### src/rtl/brw_pkg.sv
package brw_pkg;
   typedef enum logic [2:0] {
      AM_DIRECT  = 3'd0,
      AM_IND     = 3'd1,
      AM_POSTDEC = 3'd2,
      AM_POSTINC = 3'd3,
      AM_PREDEC  = 3'd4,
      AM_PREINC  = 3'd5,
      AM_OFFSET  = 3'd6,
      AM_RSVD    = 3'd7
   } amode_e;

   localparam int unsigned MODE_W = 3;

   function automatic logic is_inc_mode(input logic [MODE_W-1:0] m);
      return (m == AM_POSTINC) || (m == AM_PREINC);
   endfunction
endpackage

### src/rtl/brw_qualify.sv
module brw_qualify
   import brw_pkg::*;
#(
   parameter int unsigned IDX_W     = 4,
   parameter int unsigned CW        = 16,
   parameter int unsigned EN_BIT    = 15,
   parameter int unsigned STACK_IDX = 15
) (
   input  logic [IDX_W-1:0]  ptr_idx,
   input  logic [CW-1:0]     ctrl_word,
   input  logic [MODE_W-1:0] amode,
   input  logic              is_byte,
   output logic              use_rev,
   output logic              pre_mod
);
   localparam logic [IDX_W-1:0] STACK_SEL = IDX_W'(STACK_IDX);

   if (EN_BIT >= CW) begin : g_bad_en
      $error("brw_qualify: EN_BIT outside control word");
   end
   if (STACK_IDX >= (1 << IDX_W)) begin : g_bad_stack
      $error("brw_qualify: STACK_IDX not reachable by IDX_W");
   end

   logic idx_ok, en_ok, mode_ok;

   always_comb begin
      idx_ok  = (ptr_idx != STACK_SEL);
      en_ok   = ctrl_word[EN_BIT];
      mode_ok = is_inc_mode(amode);
      use_rev = idx_ok && en_ok && mode_ok && !is_byte;
      pre_mod = (amode == AM_PREINC);
   end
endmodule

### src/rtl/brw_revadd.sv
module brw_revadd #(
   parameter int unsigned W     = 15,
   parameter int unsigned STYLE = 0
) (
   input  logic [W-1:0] a,
   input  logic [W-1:0] b,
   output logic [W-1:0] sum
);
   if (W < 1) begin : g_bad_w
      $error("brw_revadd: W must be at least 1");
   end
   if (STYLE > 1) begin : g_bad_style
      $error("brw_revadd: STYLE must be 0 or 1");
   end

   if (STYLE == 0) begin : g_ripple
      always_comb begin
         logic cy;
         cy  = 1'b0;
         sum = '0;
         for (int i = W - 1; i >= 0; i--) begin
            sum[i] = a[i] ^ b[i] ^ cy;
            cy     = (a[i] & b[i]) | (a[i] & cy) | (b[i] & cy);
         end
      end
   end else begin : g_mirror
      logic [W-1:0] ar, br, sr;
      always_comb begin
         for (int i = 0; i < W; i++) begin
            ar[i] = a[W-1-i];
            br[i] = b[W-1-i];
         end
         sr = ar + br;
         for (int i = 0; i < W; i++) begin
            sum[i] = sr[W-1-i];
         end
      end
   end
endmodule

### src/rtl/brw_linear.sv
module brw_linear
   import brw_pkg::*;
#(
   parameter int unsigned AW = 16
) (
   input  logic [AW-1:0]     ptr,
   input  logic [MODE_W-1:0] amode,
   input  logic              is_byte,
   output logic [AW-1:0]     ea,
   output logic [AW-1:0]     nxt
);
   localparam logic [AW-1:0] STEP_W = AW'(2);
   localparam logic [AW-1:0] STEP_B = AW'(1);

   logic [AW-1:0] step, up, dn;

   always_comb begin
      step = is_byte ? STEP_B : STEP_W;
      up   = ptr + step;
      dn   = ptr - step;
      unique case (amode_e'(amode))
         AM_POSTINC: begin ea = ptr; nxt = up;  end
         AM_PREINC:  begin ea = up;  nxt = up;  end
         AM_POSTDEC: begin ea = ptr; nxt = dn;  end
         AM_PREDEC:  begin ea = dn;  nxt = dn;  end
         default:    begin ea = ptr; nxt = ptr; end
      endcase
   end
endmodule

### src/rtl/brw_addr_gen.sv
module brw_addr_gen
   import brw_pkg::*;
#(
   parameter int unsigned AW        = 16,
   parameter int unsigned MW        = 15,
   parameter int unsigned IDX_W     = 4,
   parameter int unsigned STACK_IDX = 15,
   parameter int unsigned ADD_STYLE = 0
) (
   input  logic              clk,
   input  logic              rst_n,
   input  logic [AW-1:0]     ptr_val,
   input  logic [IDX_W-1:0]  ptr_idx,
   input  logic [MW:0]       ctrl_word,
   input  logic [2:0]        amode,
   input  logic              is_byte,
   output logic [AW-1:0]     ea_out,
   output logic [AW-1:0]     ptr_wb,
   output logic              rev_active
);
   localparam int unsigned WW = AW - 1;
   localparam int unsigned CW = MW + 1;

   if (MW != WW) begin : g_bad_mw
      $error("brw_addr_gen: modifier width must equal word-index width");
   end
   if (AW < 2) begin : g_bad_aw
      $error("brw_addr_gen: AW too small");
   end

   logic          use_rev, pre_mod;
   logic [WW-1:0] wsum;
   logic [AW-1:0] lin_ea, lin_nxt, rev_ea, rev_nxt, ea_d, nxt_d;

   brw_qualify #(
      .IDX_W(IDX_W), .CW(CW), .EN_BIT(MW), .STACK_IDX(STACK_IDX)
   ) u_qual (
      .ptr_idx(ptr_idx), .ctrl_word(ctrl_word), .amode(amode),
      .is_byte(is_byte), .use_rev(use_rev), .pre_mod(pre_mod)
   );

   brw_revadd #(.W(WW), .STYLE(ADD_STYLE)) u_radd (
      .a(ptr_val[AW-1:1]), .b(ctrl_word[MW-1:0]), .sum(wsum)
   );

   brw_linear #(.AW(AW)) u_lin (
      .ptr(ptr_val), .amode(amode), .is_byte(is_byte),
      .ea(lin_ea), .nxt(lin_nxt)
   );

   always_comb begin
      rev_nxt = {wsum, 1'b0};
      rev_ea  = pre_mod ? rev_nxt : {ptr_val[AW-1:1], 1'b0};
      ea_d    = use_rev ? rev_ea  : lin_ea;
      nxt_d   = use_rev ? rev_nxt : lin_nxt;
   end

   always_ff @(posedge clk or negedge rst_n) begin
      if (!rst_n) begin
         ea_out     <= '0;
         ptr_wb     <= '0;
         rev_active <= 1'b0;
      end else begin
         ea_out     <= ea_d;
         ptr_wb     <= nxt_d;
         rev_active <= use_rev;
      end
   end

   logic primed;
   always_ff @(posedge clk or negedge rst_n) begin
      if (!rst_n) primed <= 1'b0;
      else        primed <= 1'b1;
   end

   assert_lsb_clear_R5: assert property (@(posedge clk) disable iff (!rst_n)
      rev_active |-> (ea_out[0] == 1'b0 && ptr_wb[0] == 1'b0));

   assert_no_byte_R2: assert property (@(posedge clk) disable iff (!rst_n)
      (primed && rev_active) |-> !$past(is_byte));

   assert_gate_R1: assert property (@(posedge clk) disable iff (!rst_n)
      (primed && rev_active) |->
         ($past(ptr_idx) != IDX_W'(STACK_IDX) && $past(ctrl_word[MW])));

   assert_post_ea_R4: assert property (@(posedge clk) disable iff (!rst_n)
      (primed && rev_active && $past(amode) == AM_POSTINC) |->
         ea_out == {$past(ptr_val[AW-1:1]), 1'b0});

   assert_pre_ea_R4: assert property (@(posedge clk) disable iff (!rst_n)
      (primed && rev_active && $past(amode) == AM_PREINC) |-> ea_out == ptr_wb);

   assert_hold_mode_R7: assert property (@(posedge clk) disable iff (!rst_n)
      (primed && $past(amode) == AM_IND) |->
         (ptr_wb == $past(ptr_val) && ea_out == $past(ptr_val) && !rev_active));

   assert_active_flag_R6: assert property (@(posedge clk) disable iff (!rst_n)
      (primed && $past(ptr_idx) != IDX_W'(STACK_IDX) && $past(ctrl_word[MW]) &&
       $past(amode) == AM_POSTINC && !$past(is_byte)) |-> rev_active);
endmodule

### config.mk
export PLATFORM = sky130hd
export DESIGN_NAME = brw_addr_gen
export DESIGN_NICKNAME = d
export VERILOG_FILES = /design/src/rtl/brw_pkg.sv /design/src/rtl/brw_qualify.sv /design/src/rtl/brw_revadd.sv /design/src/rtl/brw_linear.sv /design/src/rtl/brw_addr_gen.sv
export SDC_FILE = /design/constraint.sdc
export NUM_CORES = 1
export LEC_CHECK = 0
export BUFFER_PORTS_ARGS = -buffer_cell sky130_fd_sc_hd__buf_2
export CELL_PAD_IN_SITES_DETAIL_PLACEMENT = 1
export CELL_PAD_IN_SITES_GLOBAL_PLACEMENT = 2
export CORE_UTILIZATION = 33
export CTS_BUF_LIST = sky130_fd_sc_hd__clkbuf_4
export DETAILED_ROUTE_END_ITERATION = 8
export PLACE_DENSITY = 0.89
export RECOVER_POWER = 100
export SYNTH_ARGS = -nofsm -noshare
export SYNTH_HDL_FRONTEND = slang
export SYNTH_HIERARCHICAL = 1
export SYNTH_SLANG_ARGS = --single-unit
### constraint.sdc
create_clock -name clk -period 0.8 [get_ports clk]
set_input_delay 0.04 -clock clk [delete_from_list [all_inputs] [get_ports clk]]
set_output_delay 0.04 -clock clk [all_outputs]
set_load 0.02 [all_outputs]
# [Word level (Yosys, flattened, before mapping)]
# Index checks and enable logic that the tools add are counted.
[totals] reg_bits=33 input_bits=42 out_inout_bits=33 word_cells=118
[classes] addsub=2 eq_ne=5 n_mux=6 n_bitwise=95 reduce_logical=7
[op_table] operator="one-hot mux 16 bit (2 select lines)" n=2
[op_table] operator="2-to-1 mux 16 bit" n=3
[op_table] operator="AND 1 bit" n=40
[op_table] operator="bitwise XOR 1 bit" n=29
[op_table] operator="bitwise OR 1 bit" n=26
[op_table] operator="adder 16 bit" n=1
[op_table] operator="subtractor 16 bit" n=1
[op_table] operator="equality test 3 x 2 -> 1 bit, second input constant" n=2
[op_table] operator="equality test 3 bit, second input constant" n=2
[op_table] operator="!= test 4 bit, second input constant" n=1
[op_table] operator="OR reduction 2 bit" n=2
[op_table] operator="logical AND 1 bit" n=3
[op_table] operator="2-to-1 mux 2 bit" n=1
[op_table] operator="zero test 1 bit" n=1
[op_table] operator="logical OR 1 bit" n=1

# [Depth between registers and ports, before layout]
# Gate-level depths: netlist (run 1).
[logic_depth] word_depth=43 mapped_depth=17 ltp_nobuf=17

# [Modules after synthesis]
# Netlist (run 1), hierarchy kept.
[modules_own_cells] module="brw_addr_gen" n_inst=1 cells_per_inst=102 area_each_um2=1350.0 seq_area_each_um2=825.8
[modules_own_cells] module="brw_linear" n_inst=1 cells_per_inst=138 area_each_um2=923.4 seq_area_each_um2=0.0
[modules_own_cells] module="brw_revadd" n_inst=1 cells_per_inst=15 area_each_um2=296.5 seq_area_each_um2=0.0
[modules_own_cells] module="brw_qualify" n_inst=1 cells_per_inst=6 area_each_um2=41.3 seq_area_each_um2=0.0

# [Worst setup path after synthesis (run 1)]
# OpenSTA, ideal clock, no wires.
[synth_path] kind="in2reg" startpoint="input ptr_val[15]" endpoint="register ptr_wb[1]" setup_ns=0.125 arrival_time_ns=5.759 t_required_ns=0.675 setup_slack_ns=-5.083 stages=16 n_path_buf=0 cell_sequence="ha_1 -> fa_1 -> fa_1 -> fa_1 -> fa_1 -> fa_1 -> fa_1 -> fa_1 -> fa_1 -> fa_1 -> fa_1 -> fa_1 -> fa_1 -> fa_1 -> xor3_1 -> mux2_2"
[synth_via] elab_chain_len=42 elab_cells_between_ends=55 cone_classes="mux: 1; bitwise: 54"
[synth_lines] item="from (decl)" line="brw_addr_gen.sv:12" source="input logic [AW-1:0] ptr_val,"
[synth_lines] item="AND 1 bit (*)" line="brw_revadd.sv:23" source="cy = (a[i] & b[i]) | (a[i] & cy) | (b[i] & cy);"
[synth_lines] item="AND 1 bit" line="brw_revadd.sv:23"
[synth_lines] item="bitwise OR 1 bit" line="brw_revadd.sv:23"
[synth_lines] item="bitwise OR 1 bit (*)" line="brw_revadd.sv:23"
[synth_lines] item="AND 1 bit" line="brw_revadd.sv:23"
[synth_lines] item="bitwise OR 1 bit" line="brw_revadd.sv:23"
[synth_lines] item="bitwise OR 1 bit (*)" line="brw_revadd.sv:23"
[synth_lines] item="AND 1 bit" line="brw_revadd.sv:23"
[synth_lines] item="[28 not listed]"
[synth_lines] item="bitwise OR 1 bit (*)" line="brw_revadd.sv:23"
[synth_lines] item="AND 1 bit" line="brw_revadd.sv:23"
[synth_lines] item="bitwise OR 1 bit" line="brw_revadd.sv:23"
[synth_lines] item="bitwise OR 1 bit (*)" line="brw_revadd.sv:23"
[synth_lines] item="bitwise XOR 1 bit (*)" line="brw_revadd.sv:22" source="sum[i] = a[i] ^ b[i] ^ cy;"
[synth_lines] item="named net wsum[0]" line="brw_addr_gen.sv:32" source="logic [WW-1:0] wsum;"
[synth_lines] item="2-to-1 mux 16 bit (*)" line="brw_addr_gen.sv:55" source="nxt_d = use_rev ? rev_nxt : lin_nxt;"
[synth_lines] item="named net nxt_d[1]" line="brw_addr_gen.sv:33" source="logic [AW-1:0] lin_ea, lin_nxt, rev_ea, rev_nxt, ea_d, nxt_d;"
[synth_lines] item="to (signal assigned)" line="brw_addr_gen.sv:65" source="ptr_wb <= nxt_d;"
[synth_lines] item="to (decl)" line="brw_addr_gen.sv:18" source="output logic [AW-1:0] ptr_wb,"
# Mark *: on every way through the listed nets, which the timed path passes. The rest lies on a longest branch.

# [Worst setup path after layout (run 1)]
# Ends and elaborated chain as after synthesis.

==> impl_metrics.tcl, run 1 <==
set metrics [dict create \
    dieArea_mm2 0.00827 \
    grt_pass1_wl_um 13000 \
    synth_top_family_by_area "simple AND/OR/NAND/NOR gates" \
    initial_core_util_pct 34.0 \
    synth.cell_area_mm2 0.00261 \
    top_layer "met4" \
    async_reset_ff_share_pct 100 \
    grt_max_degree 36 \
    avgSynthCellArea_um2 10.0 \
    max_freq_mhz 194 \
    antenna_found_initial 0 \
    grt_overflow 0 \
    final_cell_mix "45 x buf_6, 43 x buf_4, 33 x dfrtp_1" \
    htreeDepth 2 \
    finalWirelength_um 8160 \
    drc 0 \
    met1_length_um 3240 \
    ys_seq_elements 33 \
    avgRoutedWirePerCell_um 16.9 \
    routed-via-count 2429 \
    cts_root_buf "clkbuf_4" \
    cts_tree "built" \
    setup_tns_ns -71.13 \
    wl_met3_um 234 \
    period_minus_slack_ns 5.16 \
    ant_nets 0 \
    drt_iter0_markers 93 \
    yosys.cell_types.count 39 \
    endpoint_kind "register" \
    dpl_cell_area_mm2 0.00357 \
    pre_cts_slack_ns -4.69 \
    cp.required_ns 1.02 \
    place_congestion 0.777 \
    muxShareOfSynthArea_pct 13.4 \
    io_pins 75 \
    rsz0062_at_grt "true" \
    drive_gt1_share_pct 52.6 \
    hold_class "in2reg" \
    critPathLaunchType "primary input" \
    num_rows 32 \
    diodes 0 \
    synthSimpleGateAreaFrac_pct 16.5 \
    ys_seq_area_share_pct 31.6 \
    period_share_pct 645 \
    path_max_fanout 2 \
    peakVddDrop_mv 0.475 \
    cp.arrival_ns 5.38 \
    slew_viol_final 0 \
    synth-edff-count 0 \
    nets 444 \
    design_area_mm2 0.00414 \
    io_buffers 74 \
    mostFrequentLayoutCell "buf_6" \
    dp_hpwl_um 5830 \
    grt_usage_pct 20.2 \
    synth_cells 261 \
    cts_buffers 5 \
    drt_first_pass_iters 4 \
    clockBufferDepth 2 \
    status "finished with violations" \
    viasPerCell 5.02 \
    violations "negative setup slack" \
    met2WireLength_um 4580 \
    leakage_nw 1.77 \
    fin_ws_ns -4.36 \
    finalHoldViolCount 0 \
    power.total_mw 4.90 \
    die_y_um 91.0 \
    area_growth_pct 58.6 \
    core_area_mm2 0.00769 \
    ys.flop_type "dfrtp_1" \
    clock_sinks 33 \
    tightest_slew_ns 0.665 \
    maxCapViolCount 0 \
    path_clk_slew_ns 0.10 \
    yosysWarnings 6 \
    yosys.area_share.adder_pct 14.4 \
    critPathKind "in2reg" \
    power_density_mw_per_mm2 1180 \
    synth_compound_area_share_pct 7.71 \
    fin_hold_ws_ns 0.0616 \
    grt_pass1_vias 2687 \
    die_w_um 91.0 \
    synth-xor-area-share_pct 11.3 \
    final_cells 484 \
    fin_util_pct 53.9 \
    synthesis.nets 324 \
    dp.cells 465 \
    finalSetupViolations 65 \
    slew_headroom_pct 55.7 \
]
kinds of logic after synthesis:
family	after synthesis
and+or+nand+nor	85
AOI/OAI and AO/OA	34
muxes	33
DFF	33
xor gates and xnor gates	32
buffers and inverters	23
adders and majority gates	21
sequential cells by signal, indices dropped and copies added (netlist names):
register / flops
ptr_wb: 16
rev_active: 1
ea_out: 16
power by group:
| part | internal (mW) | switching [mW] |
|---|---|---|
| registers | 1.81 | 0.0725 |
| clock network | 0.318 | 0.563 |
| logic | 1.10 | 1.03 |
synth_stat cells, types with 3 or more instances:
cell type | instances | area [um^2]
dfrtp_1 | 33 | 826
nor2_1 | 28 | 105
nand2_1 | 27 | 101
a21oi_1 | 23 | 115
xnor2_1 | 20 | 175
mux2i_1 | 18 | 180
fa_1 | 15 | 300
mux2_2 | 15 | 169
xor2_1 | 11 | 96.3
buf_2 | 7 | 35.0
ha_1 | 6 | 75.1
inv_1 | 5 | 18.8
nand4_1 | 5 | 31.3
nor2b_1 | 5 | 31.3
clkbuf_1 | 4 | 15.0
o21ai_0 | 4 | 20.0
nor3_1 | 3 | 15.0
worst max-delay path, cell delays in order:
cell and delay [ns]:
buf_8 0.10, ha_4 0.15, fa_2 0.33, fa_2 0.38
fa_2 0.36, fa_2 0.35, fa_2 0.35, fa_2 0.36
fa_2 0.36, fa_2 0.34, fa_2 0.35, fa_2 0.38
fa_2 0.35, fa_2 0.34, fa_2 0.35, xor3_1 0.21
mux2_4 0.27
layer usage:
layer	GRT usage, %	vias to the layer above
met1	22.1	1229
li1	-	1130
met5	0	-
met3	3.18	9
met4	4.76	0
met2	40.2	61
repair_timing:
item                       CTS  global route
pin swaps                   20             8
gates resized for setup    110            17
gates cloned                 0             1
setup endpoints to repair   66            65
buffers inserted             7             2
hold endpoints to repair    33             0
hold buffers                 1             0
final timing paths:
kind | start | to | slack [ns] | cells after the start
max | ptr_val[15] | ptr_wb[1] | -4.36 | 17
max in group asynchronous | rst_n | ptr_wb[4] | 0.01 | 3
min in group asynchronous | rst_n | ptr_wb[5] | 0.24 | 2
min | ctrl_word[14] | ptr_wb[15] | 0.06 | 3
layout make-up:
type / count / area (um^2)
clock inverter: 3 / 12.5
tap: 102 / 128
sequential: 33 / 826
multi-input combinational: 205 / 1930
fill: 860 / 3540
inverter: 5 / 38.8
timing repair buffer: 131 / 1170
clock buffer: 5 / 37.5
Power figures use the tool's default switching activity.
==> run 2, diff against run 1 <==
--- a/config.mk
+++ b/config.mk
@@ -13,6 +13,7 @@
 export DETAILED_ROUTE_END_ITERATION = 8
 export PLACE_DENSITY = 0.89
 export RECOVER_POWER = 100
+export SKIP_CTS_REPAIR_TIMING = 1
 export SYNTH_ARGS = -nofsm -noshare
 export SYNTH_HDL_FRONTEND = slang
 export SYNTH_HIERARCHICAL = 1
==> impl_metrics.tcl, run 2 (synthesized netlist as in run 1, its figures left out) <==
set metrics [dict create \
    status "finished with violations" \
    violations "negative setup slack" \
    grt_pass1_wl_um 11800 \
    viasPerCell 5.12 \
    nets 451 \
    path_max_fanout 2 \
    diodes 0 \
    endpoint_kind "register" \
    path_common_cell "fa_2" \
    hold_class "in2reg" \
    io_buffers 74 \
    design_area_mm2 0.00422 \
    dp_hpwl_um 5830 \
    htreeDepth 2 \
    die_y_um 91.0 \
    io_pins 75 \
    dp.cells 465 \
    mostFrequentLayoutCell "buf_4" \
    fillers 838 \
    period_minus_slack_ns 5.13 \
    place_congestion 0.777 \
    grt_usage_pct 18.2 \
    cp_num_buf_inv 1 \
    slew_viol_final 0 \
    ant_nets 0 \
    cp.required_ns 1.02 \
    tightest_slew_ns 0.643 \
    clockBufferDepth 2 \
    max_stage_delay_ns 0.38 \
    critPathLaunchType "primary input" \
    routed-via-count 2516 \
    period_share_pct 642 \
    finalSetupViolations 66 \
    dpl_cell_area_mm2 0.00357 \
    max_freq_mhz 195 \
    core_area_mm2 0.00769 \
    grt_max_degree 36 \
    clock_sinks 33 \
    drt_iter0_markers 66 \
    maxCapViolCount 0 \
    register_area_um2 826 \
    avgRoutedWirePerCell_um 18.2 \
    fin_util_pct 54.8 \
    finalHoldViolCount 0 \
    drc 0 \
    power.total_mw 4.94 \
    final_cell_mix "46 x buf_4, 44 x buf_6, 33 x dfrtp_1, 33 x buf_2" \
    fin_hold_ws_ns 0.0846 \
    finalWirelength_um 8950 \
    drt_first_pass_iters 4 \
    path_clk_slew_ns 0.10 \
    biggestRegsByFlops "ea_out (16), ptr_wb (16), rev_active (1)" \
    cp.arrival_ns 5.36 \
    multi_input_area_mm2 0.00190 \
    drive_gt1_share_pct 52.7 \
    dieArea_mm2 0.00827 \
    cts_buffers 5 \
    die_w_um 91.0 \
    final_cells 491 \
    initial_core_util_pct 34.0 \
    antenna_found_initial 0 \
    grt_overflow 0 \
    crit_slowest_cell "fa_2" \
    grt_pass1_vias 2537 \
    cts_root_buf "clkbuf_4" \
    num_rows 32 \
    slew_headroom_pct 57.1 \
    peakVddDrop_mv 0.486 \
    leakage_nw 1.81 \
    crit_chain "buf_8 -> ha_4 -> fa_2 -> fa_2 -> fa_2 -> fa_2 -> fa_2 -> fa_2 -> fa_2 -> fa_2 -> fa_2 -> fa_2 -> fa_2 -> fa_2 -> fa_2 -> xor3_1 -> mux2_4" \
    fin_ws_ns -4.33 \
    cts_tree "built" \
    area_growth_pct 61.4 \
    path_delay_family "adder cells" \
    power_density_mw_per_mm2 1170 \
    critPathKind "in2reg" \
    rsz0062_at_grt "true" \
]
-- run 2: cell count changes in the layout (fill, tap and decap cells not counted), sizes merged --
cell    change
clkbuf      +2
buf         +5
-- run 2: layout make-up --
type                       count  area share (%)
multi-input combinational    205            45.1
tap                          102            3.03
sequential                    33            19.6
timing repair buffer         138            30.1
inverter                       5           0.920
clock inverter                 3           0.297
clock buffer                   5           0.890
-- run 2: report_power, final --
group	switching, mW	internal, mW	total [mW]
combinational	1.05	1.12	2.16
clock	0.573	0.318	0.890
sequential	0.0718	1.81	1.89
total	1.69	3.25	4.94
-- run 2: final timing paths --
kind,from,to,slack (ns),cells past startpoint
min,ctrl_word[14],ptr_wb[15],0.08,3
max,ptr_val[15],ptr_wb[1],-4.33,17
min in group asynchronous,rst_n,ptr_wb[5],0.23,2
max in group asynchronous,rst_n,ptr_wb[4],0.02,3
-- run 2: routing by layer --
| layer | vias to the layer above | track usage (%) | wire length, um |
|---|---|---|---|
| met5 | - | 0 | 0 |
| met4 | 0 | 4.50 | 195 |
| met3 | 16 | 3.10 | 379 |
| met2 | 84 | 34.8 | 5050 |
| met1 | 1269 | 20.7 | 3330 |
| li1 | 1147 | - | - |
-- run 2: per-stage QoR --
step / setup WS (ns) / TNS, ns
2_1_floorplan: -4.34 / -69.06
3_3_place_gp: -4.63 / -79.18
3_5_place_dp: -4.69 / -80.48
4_1_cts: -4.34 / -72.43
5_1_grt: -4.37 / -75.41
6_report: -4.33 / -70.75
